===== config.mk =====
export PLATFORM = sky130hd
export DESIGN_NAME = lineFill
export DESIGN_NICKNAME = d
export VERILOG_FILES = /design/src/rtl/lineFillPkg.sv /design/src/rtl/lineFillCtl.sv /design/src/rtl/lineFillDp.sv /design/src/rtl/lineFill.sv
export SDC_FILE = /design/constraint.sdc
export NUM_CORES = 1
export LEC_CHECK = 0
export CORE_MARGIN = 4
export CORE_UTILIZATION = 35
export DETAILED_ROUTE_END_ITERATION = 12
export PLACE_DENSITY = 0.87
export SYNTH_ARGS = -nofsm -noshare
export SYNTH_HDL_FRONTEND = slang
export SYNTH_SLANG_ARGS = --single-unit

===== constraint.sdc =====
create_clock -name clk -period 2.8 [get_ports clk]
set_clock_uncertainty 0.2 [all_clocks]
set_input_delay 0.28 -clock clk [delete_from_list [all_inputs] [get_ports clk]]
set_output_delay 0.28 -clock clk [all_outputs]
set_load 0.005 [all_outputs]

===== src/rtl/lineFillPkg.sv =====
package lineFillPkg;
  typedef enum logic {ST_IDLE, ST_FILL} lfStateT;

  // strobes from control to datapath
  typedef struct packed {
    logic start;   // latch a new miss
    logic take;    // accept one memory beat
    logic busy;    // fill in progress
  } lfCtlT;
endpackage


===== src/rtl/lineFillCtl.sv =====
module lineFillCtl
  import lineFillPkg::*;
(
  input  logic  clk,
  input  logic  rstN,
  input  logic  missValid,
  input  logic  memRspValid,
  input  logic  lastWord,
  output lfCtlT ctl,
  output logic  missReady,
  output logic  validPulse
);
  lfStateT state, stateNext;

  assign missReady = (state == ST_IDLE);
  assign ctl.start = missValid && missReady;
  assign ctl.take  = (state == ST_FILL) && memRspValid;
  assign ctl.busy  = (state == ST_FILL);

  always_comb begin
    stateNext = state;
    if (ctl.start) stateNext = ST_FILL;
    else if (ctl.take && lastWord) stateNext = ST_IDLE;
  end

  always_ff @(posedge clk) begin
    if (!rstN) begin
      state      <= ST_IDLE;
      validPulse <= 1'b0;
    end else begin
      state      <= stateNext;
      validPulse <= ctl.take && lastWord;
    end
  end
endmodule


===== src/rtl/lineFillDp.sv =====
module lineFillDp
  import lineFillPkg::*;
#(
  parameter int WORDS  = 8,
  parameter int DATA_W = 32,
  parameter int IDX_W  = 6,
  localparam int OFF_W = $clog2(WORDS)
) (
  input  logic              clk,
  input  logic              rstN,
  input  lfCtlT             ctl,
  input  logic              wrapMode,
  input  logic [IDX_W-1:0]  missIdx,
  input  logic [OFF_W-1:0]  missOff,
  input  logic [DATA_W-1:0] memRspData,
  input  logic              cpuRdValid,
  input  logic [IDX_W-1:0]  cpuRdIdx,
  input  logic [OFF_W-1:0]  cpuRdOff,
  output logic              lastWord,
  output logic [OFF_W-1:0]  memReqOff,
  output logic [IDX_W-1:0]  fillIdx,
  output logic [OFF_W-1:0]  arrWrOff,
  output logic [DATA_W-1:0] arrWrData,
  output logic              cpuRspValid,
  output logic [DATA_W-1:0] cpuRspData,
  output logic              cpuRdStall
);
  logic [OFF_W-1:0] baseOff, needOff, beatCnt, curOff;
  logic [WORDS-1:0] arrived;

  // start word offered to memory
  assign memReqOff = wrapMode ? missOff : '0;
  // power-of-two line: the offset adder wraps by itself
  assign curOff    = baseOff + beatCnt;
  assign lastWord  = (beatCnt == OFF_W'(WORDS - 1));

  always_ff @(posedge clk) begin
    if (!rstN) begin
      fillIdx <= '0;
      baseOff <= '0;
      needOff <= '0;
      beatCnt <= '0;
    end else if (ctl.start) begin
      fillIdx <= missIdx;
      baseOff <= memReqOff;
      needOff <= missOff;
      beatCnt <= '0;
    end else if (ctl.take) begin
      beatCnt <= beatCnt + 1'b1;
    end
  end

  // one arrival flag per word of the line
  for (genvar w = 0; w < WORDS; w++) begin : gArrived
    always_ff @(posedge clk) begin
      if (!rstN || ctl.start) arrived[w] <= 1'b0;
      else if (ctl.take && curOff == OFF_W'(w)) arrived[w] <= 1'b1;
    end
  end

  assign arrWrOff    = curOff;
  assign arrWrData   = memRspData;
  assign cpuRspValid = ctl.take && (curOff == needOff);
  assign cpuRspData  = memRspData;
  assign cpuRdStall  = ctl.busy && cpuRdValid && (cpuRdIdx == fillIdx) && !arrived[cpuRdOff];
endmodule


===== src/rtl/lineFill.sv =====
module lineFill
  import lineFillPkg::*;
#(
  parameter int WORDS  = 8,
  parameter int DATA_W = 32,
  parameter int IDX_W  = 6,
  localparam int OFF_W = $clog2(WORDS)
) (
  input  logic              clk,
  input  logic              rstN,
  input  logic              wrapMode,
  input  logic              missValid,
  input  logic [IDX_W-1:0]  missIdx,
  input  logic [OFF_W-1:0]  missOff,
  output logic              missReady,
  output logic              memReqValid,
  output logic [IDX_W-1:0]  memReqIdx,
  output logic [OFF_W-1:0]  memReqOff,
  input  logic              memRspValid,
  input  logic [DATA_W-1:0] memRspData,
  output logic              cpuRspValid,
  output logic [DATA_W-1:0] cpuRspData,
  input  logic              cpuRdValid,
  input  logic [IDX_W-1:0]  cpuRdIdx,
  input  logic [OFF_W-1:0]  cpuRdOff,
  output logic              cpuRdStall,
  output logic              arrWrEn,
  output logic [IDX_W-1:0]  arrWrIdx,
  output logic [OFF_W-1:0]  arrWrOff,
  output logic [DATA_W-1:0] arrWrData,
  output logic              lineValidSet,
  output logic [IDX_W-1:0]  lineValidIdx
);
  lfCtlT            ctl;
  logic             lastWord;
  logic [IDX_W-1:0] fillIdx;

  lineFillCtl u_ctl (
    .clk(clk), .rstN(rstN), .missValid(missValid), .memRspValid(memRspValid),
    .lastWord(lastWord), .ctl(ctl), .missReady(missReady), .validPulse(lineValidSet)
  );

  lineFillDp #(.WORDS(WORDS), .DATA_W(DATA_W), .IDX_W(IDX_W)) u_dp (
    .clk(clk), .rstN(rstN), .ctl(ctl), .wrapMode(wrapMode), .missIdx(missIdx),
    .missOff(missOff), .memRspData(memRspData), .cpuRdValid(cpuRdValid),
    .cpuRdIdx(cpuRdIdx), .cpuRdOff(cpuRdOff), .lastWord(lastWord),
    .memReqOff(memReqOff), .fillIdx(fillIdx), .arrWrOff(arrWrOff),
    .arrWrData(arrWrData), .cpuRspValid(cpuRspValid), .cpuRspData(cpuRspData),
    .cpuRdStall(cpuRdStall)
  );

  assign memReqValid  = ctl.start;
  assign memReqIdx    = missIdx;
  assign arrWrEn      = ctl.take;
  assign arrWrIdx     = fillIdx;
  assign lineValidIdx = fillIdx;
endmodule


# Word-level counts from Yosys, hierarchy flattened
# Cells that the tools add are included.
word_totals:
  elab_cells: 55
  out_inout_bits: 94
  ff_bits: 25
  input_bits: 56
op_classes:
  n_lt_le_gt_ge: 1
  n_eq_ne: 10
  add_sub_neg: 2
  n_bitwise: 2
  n_mux: 5
  reduce_logical: 21
ops:
  columns: ["op", "count"]
  rows:
  - ["$eq 3x3->1 const B", 5]
  - ["$logic_and 1x1->1", 15]
  - ["$eq 3x2->1 const B", 2]
  - ["$eq 6x6->1", 1]
  - ["$lt 3x4->1 const B", 1]
  - ["$add 3x1->3 const B", 1]
  - ["$add 3x3->3", 1]
  - ["$bmux 1 s3", 1]
  - ["$eq 3x1->1 const B", 1]
  - ["$eq 3x3->1", 1]
  - ["$logic_not 3->1", 1]
  - ["$mux 1", 3]
  - ["$mux 3", 1]
  - ["$logic_not 1->1", 2]
  - ["$not 1->1", 2]
  - ["$reduce_bool 2->1", 1]
  - ["$reduce_or 2->1", 1]
  - ["$logic_or 1x1->1", 1]

# Longest topological paths before layout
# Gate-level depths: netlist of run 1.
depth:
  depth_word: 4
  depth_mapped: 7
  ltp_nobuf: 7

# Modules after synthesis
# A second synthesis of run 1 with hierarchy kept.
unflattened:
  cells_unflattened: 197
  hier_area_um2: 1783.0
by_module_without_submodules:
  columns: ["mod", "seq_area_each_um2", "area_each_um2", "instances", "cells_each"]
  rows:
  - ["lineFillDp", 460.4, 1600.3, 1, 175]
  - ["lineFillCtl", 40.0, 92.6, 1, 10]
  - ["lineFill", 0.0, 90.1, 1, 12]

# Least setup slack after synthesis of run 1
# No wires, ideal clock.
synth_timing:
  path_kind: "register to output"
  startpoint: "reg u_dp.beatCnt[0]"
  endpoint: "out cpuRspValid"
  arrival_ns: 1.521
  path_slack_ns: 0.799
  n_path_buf: 0
  stages_incl_launch_ff: 7
  required_time_ns: 2.320
  path_cell_list: "dfxtp_1 -> ha_1 -> inv_1 -> fa_1 -> xor3_1 -> xnor2_1 -> nor4_1"
synth_between:
  elab_chain_len: 3
synth_rtl:
  columns: ["item", "line", "text"]
  rows:
  - ["start, declared", "lineFillDp.sv:28", "logic [OFF_W-1:0] baseOff, needOff, beatCnt, curOff;"]
  - ["start signal, assigned", "lineFillDp.sv:49", "beatCnt <= beatCnt + 1'b1;"]
  - ["$add 3x3->3", "lineFillDp.sv:34", "assign curOff = baseOff + beatCnt;"]
  - ["$eq 3x3->1", "lineFillDp.sv:63", "assign cpuRspValid = ctl.take && (curOff == needOff);"]
  - ["$logic_and 1x1->1", "lineFillDp.sv:63", null]
  - ["end, declared", "lineFill.sv:21", "output logic cpuRspValid,"]
# No other way between the ends.

# Worst setup path after layout of run 1
layout_timing:
  startpoint: "reg u_dp.beatCnt[0]"
  endpoint: "out arrWrOff[2]"
layout_between:
  elab_chain_len: 1
layout_rtl:
  columns: ["item", "line", "text"]
  rows:
  - ["$add 3x3->3", "lineFillDp.sv:34", null]
  - ["end, declared", "lineFill.sv:29", "output logic [OFF_W-1:0] arrWrOff,"]
# No other way between the ends.

==> flow_summary.ini, run 1 <==
[run_status]
status = finished clean

[power]
power_density_mw_per_mm2 = 403
power_uw = 753
p_leak_uw = 0.000719
ir_worst_vdd_mv = 0.204

[grt]
grtUsageTotal_pct = 11.8
overflow = 0
antenna_found_initial = 0
grt_pass1_wl_um = 5810
grt_max_degree = 16
grt_pass1_vias = 1195

[final_layout]
areaGrowthSynthToFinish_pct = 6.49
fin_nets = 251
drive_gt1_share_pct = 7.37
antenna_cells = 0
final_cell_area_mm2 = 0.00187

[synthesis]
yosysSeqAreaShare_pct = 28.5
netlist-cell-type-count = 27
synth_commonest_cells = buf_4 (76), nand2_1 (31), dfxtp_1 (25)
synth.ff_latch_count = 25
async_reset_ff_share_pct = 0
syn-num-nets = 269
synth_top_area_cell = buf_4
synth_top_area_share_pct = 32.5
syn_inst = 209
synthTopCellsByArea = buf_4 (33%), dfxtp_1 (29%), nand2_1 (6.6%)
avgSynthCellArea_um2 = 8.40
synth_edf_count = 0
yosys_warnings = 0
synth_ff_type = dfxtp_1
syn_area_mm2 = 0.00176
yosysMostFrequentCell = buf_4

[drt]
wirelength_um = 3650
route.detailed.drc = 0
first_iter_violations = 39
via_count = 1166
avgRoutedWirePerCell_um = 14.2
viasPerCell = 4.54
drtPass1Iterations = 4
drtAntennaViolNets = 0

[worst_setup_path]
crit_arrival_ns = 2.24
worst_setup_path_start_kind = flop
crit_fanout = 5
worstSetupEndpointType = primary output
required_ns = 2.32
worstSetupPathType = flop to primary output

[timing]
relSlewSlack_pct = 68.3
hold_violations = 0
drv_slew = 0
max_freq_mhz = 368
finalSetupViolCount = 0
period_needed_ns = 2.72
fin_hold_ws_ns = 0.270
fin_ws_ns = 0.0806
fin_crit_sh_pct = 97.1
tightestPinTransition_ns = 0.474

[floorplan]
die_w_um = 78.8
boundaryPins = 150
die-area_mm2 = 0.00621
start_util_pct = 36.7
die_h_um = 78.8
row_count = 25
core-area_mm2 = 0.00479

[job]
drv_cap = 0

[cts]
clock_latency_ns = 0.27
numCtsBuffers = 3
cts_num_sinks = 25
clk_pin_slew_worst_paths_ns = 0.09
cts_tree = built
root_buffer = clkbuf_8
cts_max_path_buffers = 2
postCtsHoldBufs = 0
cts-htree-levels = 1

[place]
gp_congestion = 0.739
port-buffer-count = 53
dp_worst_setup_slack_ns = -0.144
dp_hpwl_um = 2820
dpl_cell_area_mm2 = 0.00181

[worst_hold_path]
hp-class = flop to flop
## timing repair
action / in CTS / in global routing
pin swaps: 0 / 0
resized for setup: 4 / 1
gates cloned: 0 / 0
hold endpoints to repair: 0 / 0
endpoints found under the setup margin: 3 / 1
buffers inserted: 0 / 1
## cells by family (layout without fill, tap and decap cells)
kind of cell | count (synthesis) | after routing | synth area share (%)
xor gates and xnor gates | 11 | 11 | 6.34
DFF | 25 | 25 | 28.5
muxes | 3 | 3 | 3.63
adders and majority gates | 4 | 4 | 3.28
and+or+nand+nor | 53 | 53 | 14.2
AOI/OAI and AO/OA | 24 | 24 | 8.62
buffers and inverters | 89 | 70 | 35.4
## area by class of cell
type,count,area (µm²)
inverters,8,30.0
fillers,482,2920
well taps,67,83.8
multi-input cells,95,639
repair buffers,58,566
flip-flops and latches,25,502
clock buffers,3,41.3
clock inverters,1,7.51
## worst max-delay path, stage by stage, from the launching register on
cell and delay (ns):
dfxtp_2 0.36, ha_1 0.15, inv_1 0.05, fa_1 0.39, xor3_1 0.24, buf_4 0.18
inv_2 0.09, clkdlybuf4s50_1 0.51
## metrics by stage
stage / setup TNS (ns) / std cells / util (%)
finish: 0 / 257 / 39.1
global route: -0.0108 / 257 / 39.1
CTS: 0 / 256 / 38.9
detailed placement: -0.144 / 252 / 37.8
global placement: -0.0966 / 252 / 37.8
floorplan: 0 / 209 / -
## placed cells by master (no fill, tap or decap), drive strengths merged, types with 2 or more instances in the layout
cell,instances
a21boi,12
a21oi,10
and2,3
and4b,2
buf,5
clkbuf,3
clkdlybuf4s50,51
dfxtp,25
dlygate4sd2,2
ha,3
inv,8
mux4,2
nand2,31
nand3,2
nor2,9
nor4,2
xnor2,9
## flip-flops by register name, indices dropped and copies added (netlist names)
register	cells
u_dp.baseOff	3
u_ctl.validPulse	1
u_dp.fillIdx	6
u_dp.beatCnt	3
u_dp.needOff	3
u_dp.arrived	8
u_ctl.state	1
## where the power goes
part | total (µW) | internal, µW | switching [µW]
Clock | 217 | 101 | 116
Sequential | 379 | 367 | 12.1
Combinational | 156 | 95.9 | 60.5
## routing by layer
| metal | GRT usage (%) | vias to the layer above | routed length [µm] |
|---|---|---|---|
| li1 | - | 558 | - |
| met1 | 12.6 | 529 | 1300 |
| met2 | 21.0 | 60 | 1830 |
| met3 | 2.83 | 19 | 376 |
| met4 | 7.39 | 0 | 144 |
| met5 | 0 | - | 0 |
## path summary, 6_finish.rpt
| path | slack, ns | from | end | cells after the start |
|---|---|---|---|---|
| worst max-delay path | 0.08 | u_dp.beatCnt[0] | arrWrOff[2] | 7 |
| worst min-delay path | 0.27 | u_dp.baseOff[1] | u_dp.baseOff[1] | 2 |
| worst max register to register | 0.72 | u_dp.beatCnt[0] | u_dp.arrived[6] | 7 |
| worst min register to register | 0.27 | u_dp.baseOff[1] | u_dp.baseOff[1] | 2 |
Note: power is estimated with default switching activity, not from simulation.
==> run 2: changes to the inputs <==
- SLEW_MARGIN: not set -> 20
==> results of run 2 <==
The final DEF is identical to that of run 1; final timing and power are the same.
==> run 3: changes to the inputs <==
- CORE_MARGIN: 4 -> 3
==> flow_summary.ini, run 3 (synthesized netlist as in run 1, its figures left out) <==
[final_layout]
final_core_util_pct = 38.8
top_regs = u_dp.arrived (8), u_dp.fillIdx (6)
final_cell_mix = clkdlybuf4s50_1 (51), nand2_1 (31), dfxtp_1 (24)
layout_commonest_cell = clkdlybuf4s50_1
drive_gt1_share_pct = 6.88
antenna_cells = 0
fin_nets = 250
areaGrowthSynthToFinish_pct = 5.92
regMostFlops = u_dp.arrived
nFillCells = 480
largest_reg_flops = 8

[grt]
grtUsageTotal_pct = 10.7
antenna_found_initial = 0
grt_max_degree = 16
grt_pass1_vias = 1145
grt_pass1_wl_um = 5230
overflow = 0

[floorplan]
die_h_um = 76.8
row_count = 25
die-area_mm2 = 0.00590
die_w_um = 76.8
core-area_mm2 = 0.00479
start_util_pct = 36.7
boundaryPins = 150

[drt]
route.detailed.drc = 0
first_iter_violations = 25
avgRoutedWirePerCell_um = 12.7
drtAntennaViolNets = 0
wirelength_um = 3260
viasPerCell = 4.42
drtPass1Iterations = 4
via_count = 1131

[worst_setup_path]
worstSetupEndpointType = primary output
worst_setup_path_start_kind = flop
crit_fanout = 5
reg2reg_depth = 7
crit_arrival_ns = 2.16
worstSetupPathType = flop to primary output
required_ns = 2.32

[timing]
rsz0062_at_grt = no
max_freq_mhz = 378
fin_crit_sh_pct = 94.5
hold_violations = 0
finalSetupViolCount = 0
fin_hold_ws_ns = 0.274
relSlewSlack_pct = 68.6
drv_slew = 0
tightestPinTransition_ns = 0.469
period_needed_ns = 2.64

[power]
p_leak_uw = 0.000717
ir_worst_vdd_mv = 0.167
power_density_mw_per_mm2 = 399

[cts]
clk_pin_slew_worst_paths_ns = 0.08
root_buffer = clkbuf_8
numCtsBuffers = 3
clock_latency_ns = 0.27
cts_max_path_buffers = 2
post_cts_buffers = 0
cts-htree-levels = 1
cts_num_sinks = 25
cts_tree = built

[place]
port-buffer-count = 53
dp_hpwl_um = 2610
gp_congestion = 0.792

[job]
drv_cap = 0

[run_status]
status = finished clean

[worst_hold_path]
hp-class = flop to flop
min_path_cells = 2
-- run 3: cell count changes in the layout (fill, tap and decap cells not counted), sizes merged --
| cell | before | now |
|---|---|---|
| clkinv | 0 | 1 |
| clkinvlp | 1 | 0 |
| buf | 5 | 4 |
-- run 3: final timing paths --
kind / endpoint / slack [ns] / start
setup / recovery: arrWrOff[2] / 0.16 / u_dp.beatCnt[0]
hold / removal: u_dp.baseOff[0] / 0.27 / u_dp.baseOff[0]
setup reg to reg: u_dp.arrived[6] / 0.73 / u_dp.beatCnt[0]
hold reg to reg: u_dp.baseOff[0] / 0.27 / u_dp.baseOff[0]
-- run 3: through the flow --
step / power, µW / setup slack, ns / setup TNS, ns / cell area (µm²) / std cells
after CTS: 753 / 0.0363 / 0 / 1860 / 256
after global routing: 777 / 0.0519 / 0 / 1860 / 256
after floorplan: 529 / 0.799 / 0 / 1760 / 209
final: 741 / 0.155 / 0 / 1860 / 256
after detailed placement: 540 / -0.107 / -0.107 / 1810 / 252
after global placement: 539 / -0.0826 / -0.0826 / 1810 / 252
-- run 3: what timing repair did --
item | CTS | global route
resized for setup | 3 | 2
cloned | 0 | 0
hold buffers | 0 | 0
endpoints found under the setup margin | 2 | 1
-- run 3: power breakdown --
group | internal [µW] | switching (µW) | total [µW]
Sequential | 367 | 12.2 | 379
Combinational | 95.0 | 57.4 | 152
Clock | 99.4 | 110 | 210
Total | 562 | 180 | 741
-- run 3: critical path, cell delays in order, from the launching register on --
cell and delay (ns):
dfxtp_2 0.36, ha_1 0.14, inv_1 0.05, fa_1 0.36
xor3_1 0.22, buf_4 0.18, inv_2 0.08, clkdlybuf4s50_1 0.50
-- run 3: cell type report --
| cell class | instances | area [µm²] | area share (%) |
|---|---|---|---|
| timing repair buffer | 57 | 558 | 30.0 |
| clock buffer | 3 | 41.3 | 2.22 |
| clock inverter | 1 | 5.00 | 0.269 |
| multi-input combinational | 95 | 639 | 34.4 |
| tap | 67 | 83.8 | 4.51 |
| sequential | 25 | 502 | 27.0 |
| inverter | 8 | 30.0 | 1.62 |
-- run 3: layer usage --
metal | GRT usage (%) | vias up | share of wire, %
met5 | 0 | - | 0
met4 | 7.61 | 0 | 5.1
met3 | 2.46 | 23 | 7.6
met2 | 19.5 | 46 | 49
met1 | 10.7 | 505 | 39
li1 | - | 557 | -
